File: src/rtl/lnkmon_pkg.sv
package lnkmon_pkg;
  localparam int NSIDE = 2;  // 0: twisted pair, 1: fiber
  typedef logic [4:0] sym_t;
  localparam sym_t SYM_IDLE = 5'b11111;
  localparam sym_t SYM_HALT = 5'b00100;

  function automatic sym_t fill_sym(input logic halt);
    return halt ? SYM_HALT : SYM_IDLE;
  endfunction
endpackage

File: src/rtl/pulse_stretch.sv
module pulse_stretch #(
  parameter int STRETCH_CYC = 1_250_000
) (
  input  logic clk_i,
  input  logic rst_ni,
  input  logic ev_i,
  output logic lit_o
);
  localparam int CW = $clog2(STRETCH_CYC + 1);
  localparam logic [CW-1:0] LOAD = CW'(STRETCH_CYC);

  logic [CW-1:0] cnt_q;

  always_ff @(posedge clk_i or negedge rst_ni) begin
    if (!rst_ni)          cnt_q <= '0;
    else if (ev_i)        cnt_q <= LOAD;   // retrigger restarts
    else if (cnt_q != '0) cnt_q <= cnt_q - 1'b1;
  end

  assign lit_o = (cnt_q != '0);

  p_lit_after_event_r6: assert property (@(posedge clk_i) disable iff (!rst_ni)
    ev_i |=> lit_o);
  p_no_spurious_r10: assert property (@(posedge clk_i) disable iff (!rst_ni)
    (!lit_o && !ev_i) |=> !lit_o);
  p_decay_r7: assert property (@(posedge clk_i) disable iff (!rst_ni)
    (lit_o && !ev_i) |=> (cnt_q == $past(cnt_q) - 1'b1));
endmodule

File: src/rtl/fill_mux.sv
module fill_mux
  import lnkmon_pkg::*;
(
  input  logic clk_i,
  input  logic rst_ni,
  input  logic halt_i,
  input  logic peer_link_i,
  input  sym_t data_i,
  output sym_t sym_o
);
  always_ff @(posedge clk_i or negedge rst_ni) begin
    if (!rst_ni)          sym_o <= SYM_IDLE;
    else if (peer_link_i) sym_o <= data_i;
    else                  sym_o <= fill_sym(halt_i);
  end

  p_relay_r1: assert property (@(posedge clk_i) disable iff (!rst_ni)
    peer_link_i |=> (sym_o == $past(data_i)));
  p_fill_r2: assert property (@(posedge clk_i) disable iff (!rst_ni)
    !peer_link_i |=> (sym_o == ($past(halt_i) ? SYM_HALT : SYM_IDLE)));
endmodule

File: src/rtl/link_led_unit.sv
module link_led_unit
  import lnkmon_pkg::*;
#(
  parameter int STRETCH_CYC = 1_250_000  // about 50 ms at 25 MHz
) (
  input  logic       clk_i,
  input  logic       rst_ni,
  input  logic       halt_fill_i,
  input  logic       tp_link_i,
  input  logic       tp_rx_act_i,
  input  logic       tp_code_err_i,
  input  logic       fx_link_i,
  input  logic       fx_rx_act_i,
  input  logic       fx_code_err_i,
  input  logic [4:0] tp_sym_i,
  input  logic [4:0] fx_sym_i,
  output logic [4:0] tp_sym_o,
  output logic [4:0] fx_sym_o,
  output logic       tp_link_led_no,
  output logic       tp_rx_led_no,
  output logic       tp_err_led_no,
  output logic       fx_link_led_no,
  output logic       fx_rx_led_no,
  output logic       fx_err_led_no
);
  logic [NSIDE-1:0] link, rx_ev, err_ev, rx_lit, err_lit;
  sym_t             sym_in [NSIDE];
  sym_t             sym_out[NSIDE];

  assign link   = {fx_link_i, tp_link_i};
  assign rx_ev  = {fx_rx_act_i, tp_rx_act_i};
  assign err_ev = {fx_code_err_i, tp_code_err_i};
  assign sym_in[0] = tp_sym_i;
  assign sym_in[1] = fx_sym_i;

  for (genvar s = 0; s < NSIDE; s++) begin : g_side
    // symbol toward side s is gated by the opposite side's link
    fill_mux u_fill (
      .clk_i       (clk_i),
      .rst_ni      (rst_ni),
      .halt_i      (halt_fill_i),
      .peer_link_i (link[NSIDE-1-s]),
      .data_i      (sym_in[s]),
      .sym_o       (sym_out[s])
    );
    pulse_stretch #(.STRETCH_CYC(STRETCH_CYC)) u_rx (
      .clk_i (clk_i), .rst_ni (rst_ni), .ev_i (rx_ev[s]), .lit_o (rx_lit[s])
    );
    pulse_stretch #(.STRETCH_CYC(STRETCH_CYC)) u_err (
      .clk_i (clk_i), .rst_ni (rst_ni), .ev_i (err_ev[s]), .lit_o (err_lit[s])
    );
  end

  assign tp_sym_o = sym_out[0];
  assign fx_sym_o = sym_out[1];

  // lamp test: reset low lights every LED
  assign tp_link_led_no = rst_ni & ~link[0];
  assign fx_link_led_no = rst_ni & ~link[1];
  assign tp_rx_led_no   = rst_ni & ~rx_lit[0];
  assign fx_rx_led_no   = rst_ni & ~rx_lit[1];
  assign tp_err_led_no  = rst_ni & ~err_lit[0];
  assign fx_err_led_no  = rst_ni & ~err_lit[1];

  p_rx_led_follow_r6: assert property (@(posedge clk_i) disable iff (!rst_ni)
    tp_rx_act_i |=> !tp_rx_led_no);
  p_err_led_follow_r8: assert property (@(posedge clk_i) disable iff (!rst_ni)
    fx_code_err_i |=> !fx_err_led_no);
endmodule

File: config.mk
export PLATFORM = sky130hd
export DESIGN_NAME = link_led_unit
export DESIGN_NICKNAME = d
export VERILOG_FILES = /design/src/rtl/lnkmon_pkg.sv /design/src/rtl/pulse_stretch.sv /design/src/rtl/fill_mux.sv /design/src/rtl/link_led_unit.sv
export SDC_FILE = /design/constraint.sdc
export NUM_CORES = 1
export LEC_CHECK = 0
export CAP_MARGIN = 40
export CORE_MARGIN = 5
export CORE_UTILIZATION = 25
export DETAILED_ROUTE_END_ITERATION = 7
export GPL_TIMING_DRIVEN = 1
export PLACE_DENSITY_LB_ADDON = 0.25
export REMOVE_ABC_BUFFERS = 1
export SLEW_MARGIN = 20
export SYNTH_ARGS = -nofsm -noshare
export SYNTH_HDL_FRONTEND = slang
export SYNTH_SLANG_ARGS = --single-unit
File: constraint.sdc
create_clock -name clk_i -period 2.1 [get_ports clk_i]
set_input_delay 0.42 -clock clk_i [delete_from_list [all_inputs] [get_ports clk_i]]
set_output_delay 0.42 -clock clk_i [all_outputs]
set_load 0.005 [all_outputs]
; ---- Word-level counts from Yosys, hierarchy flattened
; Cells that the tools add are included.
[op_classes]
n_reduce_logical = 8
bitwise = 12
addsub = 4
mux = 11
[op_table]
columns = cell, count
row1 = $mux 21, 8
row2 = $reduce_bool 21->1, 4
row3 = $sub 21x1->21 const B, 4
row4 = $mux 5, 3
row5 = $reduce_bool 2->1, 4
row6 = $and 1x1->1, 6
row7 = $not 1->1, 6
[word_totals]
inputBits = 19
output_inout_bits = 16
register_bits = 94
elab_cells = 41

; ---- Longest topological paths before layout
[logic_depth]
ltp_word = 3
ltp_mapped = 8
ltp_nobuf = 6

; ---- Hierarchy
; Synthesis repeated with hierarchy kept, for this count alone.
[unflattened]
hier_cells = 496
hier_area_um2 = 4944.7
[by_module_without_submodules]
columns = mod, cells_per_inst, instances, area_each_um2, seq_area_each_um2
row1 = pulse_stretch, 115, 4, 1132.3, 525.5
row2 = fill_mux, 15, 2, 181.4, 131.4
row3 = link_led_unit, 6, 1, 52.6, 0.0

; ---- Worst setup path after synthesis
; OpenSTA, ideal clock, no wires.
[synth_timing]
path_type = register to output
from = register g_side[0].u_err.cnt_q[15]
to = output port tp_err_led_no
n_path_buf = 2
path_slack_ns = -0.154
required_ns = 1.680
path_stages_with_launch = 6
t_arrival_ns = 1.834
cell_sequence = dfrtp_1 -> or4_4 -> buf_6 -> or4_1 -> buf_2 -> nor3_1
[synth_via]
elab_chain_len = 3
[synth_lines]
columns = item, line
row1 = "start, declared", pulse_stretch.sv:12  ; logic [CW-1:0] cnt_q;
row2 = "start signal, assigned", pulse_stretch.sv:17  ; else if (cnt_q != '0) cnt_q <= cnt_q - 1'b1;
row3 = $reduce_bool 21->1, pulse_stretch.sv:20  ; assign lit_o = (cnt_q != '0);
row4 = $not 1->1, link_led_unit.sv:62  ; assign tp_err_led_no = rst_ni & ~err_lit[0];
row5 = $and 1x1->1, link_led_unit.sv:62
row6 = "end, declared", link_led_unit.sv:21  ; output logic tp_err_led_no,
; Every way passes these cells.

; ---- Final worst setup path
[layout_timing]
from = register g_side[0].u_err.cnt_q[1]
to = output port tp_err_led_no
; Same word-level chain as after synthesis.

==> impl_metrics.json <==
{
  "status": "finished, violations left",
  "violations": "setup timing",
  "cts_tree": "yes",
  "drt_iter0_drc": 281,
  "synth_ff_type": "dfrtp_1",
  "synth_edf_count": 0,
  "cp.required_ns": 1.68,
  "layout_setup_ws_ns": -0.273,
  "ios": 35,
  "avgViaCountPerCell": 4.92,
  "globalplace.congestion": 0.797,
  "drtPass1Iterations": 4,
  "crit_path_start_kind": "register",
  "critical_path_arrival_ns": 1.95,
  "max_cap_viol_count": 0,
  "ys_async_sr_fraction": 1.00,
  "end_kind": "output port",
  "n_antenna_cell": 0,
  "io_buffers": 34,
  "fin_setup_tns_ns": -1.17,
  "root_buffer": "clkbuf_16",
  "synth-seq-cells": 94,
  "dpl-instance-area_sq_um": 6810,
  "worstRegToRegCells": 7,
  "insertion_delay_ns": 0.34,
  "dieHeight_um": 156,
  "grt_pass1_wl_um": 24100,
  "max-slew-margin-rel": 0.702,
  "hold_viol": 0,
  "grtUsageTotal": 0.120,
  "p_per_area_nw_per_um2": 560,
  "irDropWorstVdd_mv": 0.412,
  "path_clk_slew_ns": 0.07,
  "layout-drive-gt1-share": 0.381,
  "clockBufferDepth": 2,
  "cts_buffers": 9,
  "worst_pin_slew_ns": 0.442,
  "die_x_um": 156,
  "slew_viol_final": 0,
  "final-setup-viol-count": 16,
  "stdcell_count": 994,
  "dieArea_sq_um": 24400,
  "grt_antenna_before_repair": 0,
  "area_growth_pct": 44.8,
  "vias": 4889,
  "crit_type": "reg2out",
  "rsz0062_at_grt": "true",
  "wl_per_cell_um": 14.7,
  "fillCellCount": 2063,
  "hp-class": "in2async",
  "max_freq_mhz": 421,
  "grt_pass1_vias": 5013,
  "routed_wl_um": 14600,
  "place_inst": 954,
  "drc": 0,
  "synth_cell_type_count": 64,
  "grt_max_degree": 62,
  "timing.hold.ws_ns": 0.217,
  "final_area_sq_um": 7740,
  "hpwl_um": 10200,
  "core_sq_um": 21000,
  "initial_utilization": 0.254,
  "synthesis.area_sq_um": 5340,
  "syn_avg_cell_area_sq_um": 9.70,
  "nNetsFinal": 741,
  "post-route-period-util": 1.13,
  "yosysWarnings": 0,
  "htreeDepth": 3,
  "cts.sinks": 94,
  "worstPathMaxFanout": 3,
  "postRouteAntennaNets": 0,
  "power.leakage_nw": 3.04,
  "seq_area_frac_synth": 0.443,
  "overflow": 0,
  "clock_skew_ns": 0.00868,
  "row_count": 53,
  "finalCriticalPeriod_ns": 2.37,
  "synthCells": 551
}
through the flow:
stage,setup WS [ns],power (W),utilization
after detailed placement,-0.443,0.00264,0.324
after CTS,-0.299,0.00437,0.349
after global placement,-0.432,0.00262,0.324
after floorplan,-0.303,0.00227,-
final,-0.273,0.00434,0.368
after global routing,-0.361,0.00457,0.368
logic make-up (layout without fill, tap and decap cells):
kind of cell,count (synthesis),count (layout),share of synthesized area
buffers and inverters,42,210,0.0358
adder cells (fa/ha/maj),8,8,0.0187
AND/OR/NAND/NOR,257,257,0.290
AO/OA/AOI/OAI,117,117,0.146
multiplexers,33,33,0.0665
flip-flops,94,94,0.443
worst paths after layout:
path | slack [ns] | startpoint | endpoint
setup / recovery | -0.27 | g_side[0].u_err.cnt_q[1] | tp_err_led_no
hold / removal | 0.22 | rst_ni | g_side[1].u_rx.cnt_q[1]
setup reg to reg | -0.13 | g_side[0].u_rx.cnt_q[12] | g_side[0].u_rx.cnt_q[5]
hold reg to reg | 0.52 | g_side[0].u_err.cnt_q[4] | g_side[0].u_err.cnt_q[4]
max in group asynchronous | 1.33 | rst_ni | g_side[0].u_fill.sym_o[4]
min in group clk_i | 0.52 | g_side[0].u_err.cnt_q[4] | g_side[0].u_err.cnt_q[4]
where the power goes:
part	internal, W	switching (W)
sequential	0.00190	0.0000644
clock	0.000956	0.000711
combinational	0.000361	0.000342
flip-flops by register name, indices dropped and copies added (netlist names):
register / cells
g_side.u_rx.cnt_q: 42
g_side.u_fill.sym_o: 10
g_side.u_err.cnt_q: 42
timing repair:
item | 4_1_cts | 5_1_grt
endpoints found under the hold margin | 0 | 0
hold buffers | 0 | 0
gates cloned | 1 | 1
gates resized for setup | 50 | 61
pin swaps | 11 | 34
buffers inserted | 11 | 12
setup endpoints to repair | 15 | 45
routing by layer:
layer / track usage / vias up / wire length, um
li1: - / 2404 / -
met1: 0.156 / 2413 / 7020
met2: 0.202 / 59 / 7000
met3: 0.0291 / 13 / 433
met4: 0.0293 / 0 / 160
met5: 0 / - / 0
final cells by class:
cell class              count  area [sq um]  area share
clock buffers              11           243      0.0314
inverters                  16          60.1     0.00776
repair buffers            178          1510       0.195
clock inverters             5          60.1     0.00776
well taps                 275           344      0.0445
multi-input cells         415          3160       0.408
flip-flops and latches     94          2370       0.306
synthesized netlist by cell type (all sizes together) (11+ instances only):
cell | n | share of area
o31ai | 11 | 0.015
nand3 | 15 | 0.014
or3 | 25 | 0.030
a21oi | 41 | 0.038
nor2b | 32 | 0.037
nor2 | 56 | 0.039
nand2 | 13 | 0.0091
nand4 | 12 | 0.014
or4 | 26 | 0.039
nor3 | 16 | 0.017
mux2i | 13 | 0.024
mux2 | 20 | 0.042
clkbuf | 16 | 0.011
inv | 16 | 0.011
nor4 | 28 | 0.038
dfrtp | 84 | 0.39
o21ai | 16 | 0.015
layout by cell type (no fill, tap or decap), types with 4 or more instances in the layout:
cell type,instances
buf_6,14
dfrtp_1,83
inv_2,4
clkinvlp_4,4
nor2b_1,32
a21oi_1,33
o21ai_0,12
clkdlybuf4s50_1,29
nand4_1,12
a21boi_0,4
nand2_1,13
nor4_2,8
nor4_1,14
a21o_1,9
o31ai_1,11
dfstp_2,10
mux2_2,17
a21oi_2,8
nor2_1,56
nor4_4,6
or3_1,21
nor3_1,12
inv_1,12
clkbuf_16,9
nand2b_1,4
or4_4,12
or2_2,5
or4_1,12
a211oi_1,6
o31a_1,5
buf_4,127
mux2i_1,13
ha_1,6
nand3_1,13
worst max-delay path, cell delays in order (launching register included):
cell and delay [ns]:
dfrtp_1 0.39, inv_2 0.09, ha_4 0.13, or2b_1 0.25
or4_4 0.53, nor3_2 0.11, buf_2 0.13
No activity file was read; power rests on OpenSTA's default activity.
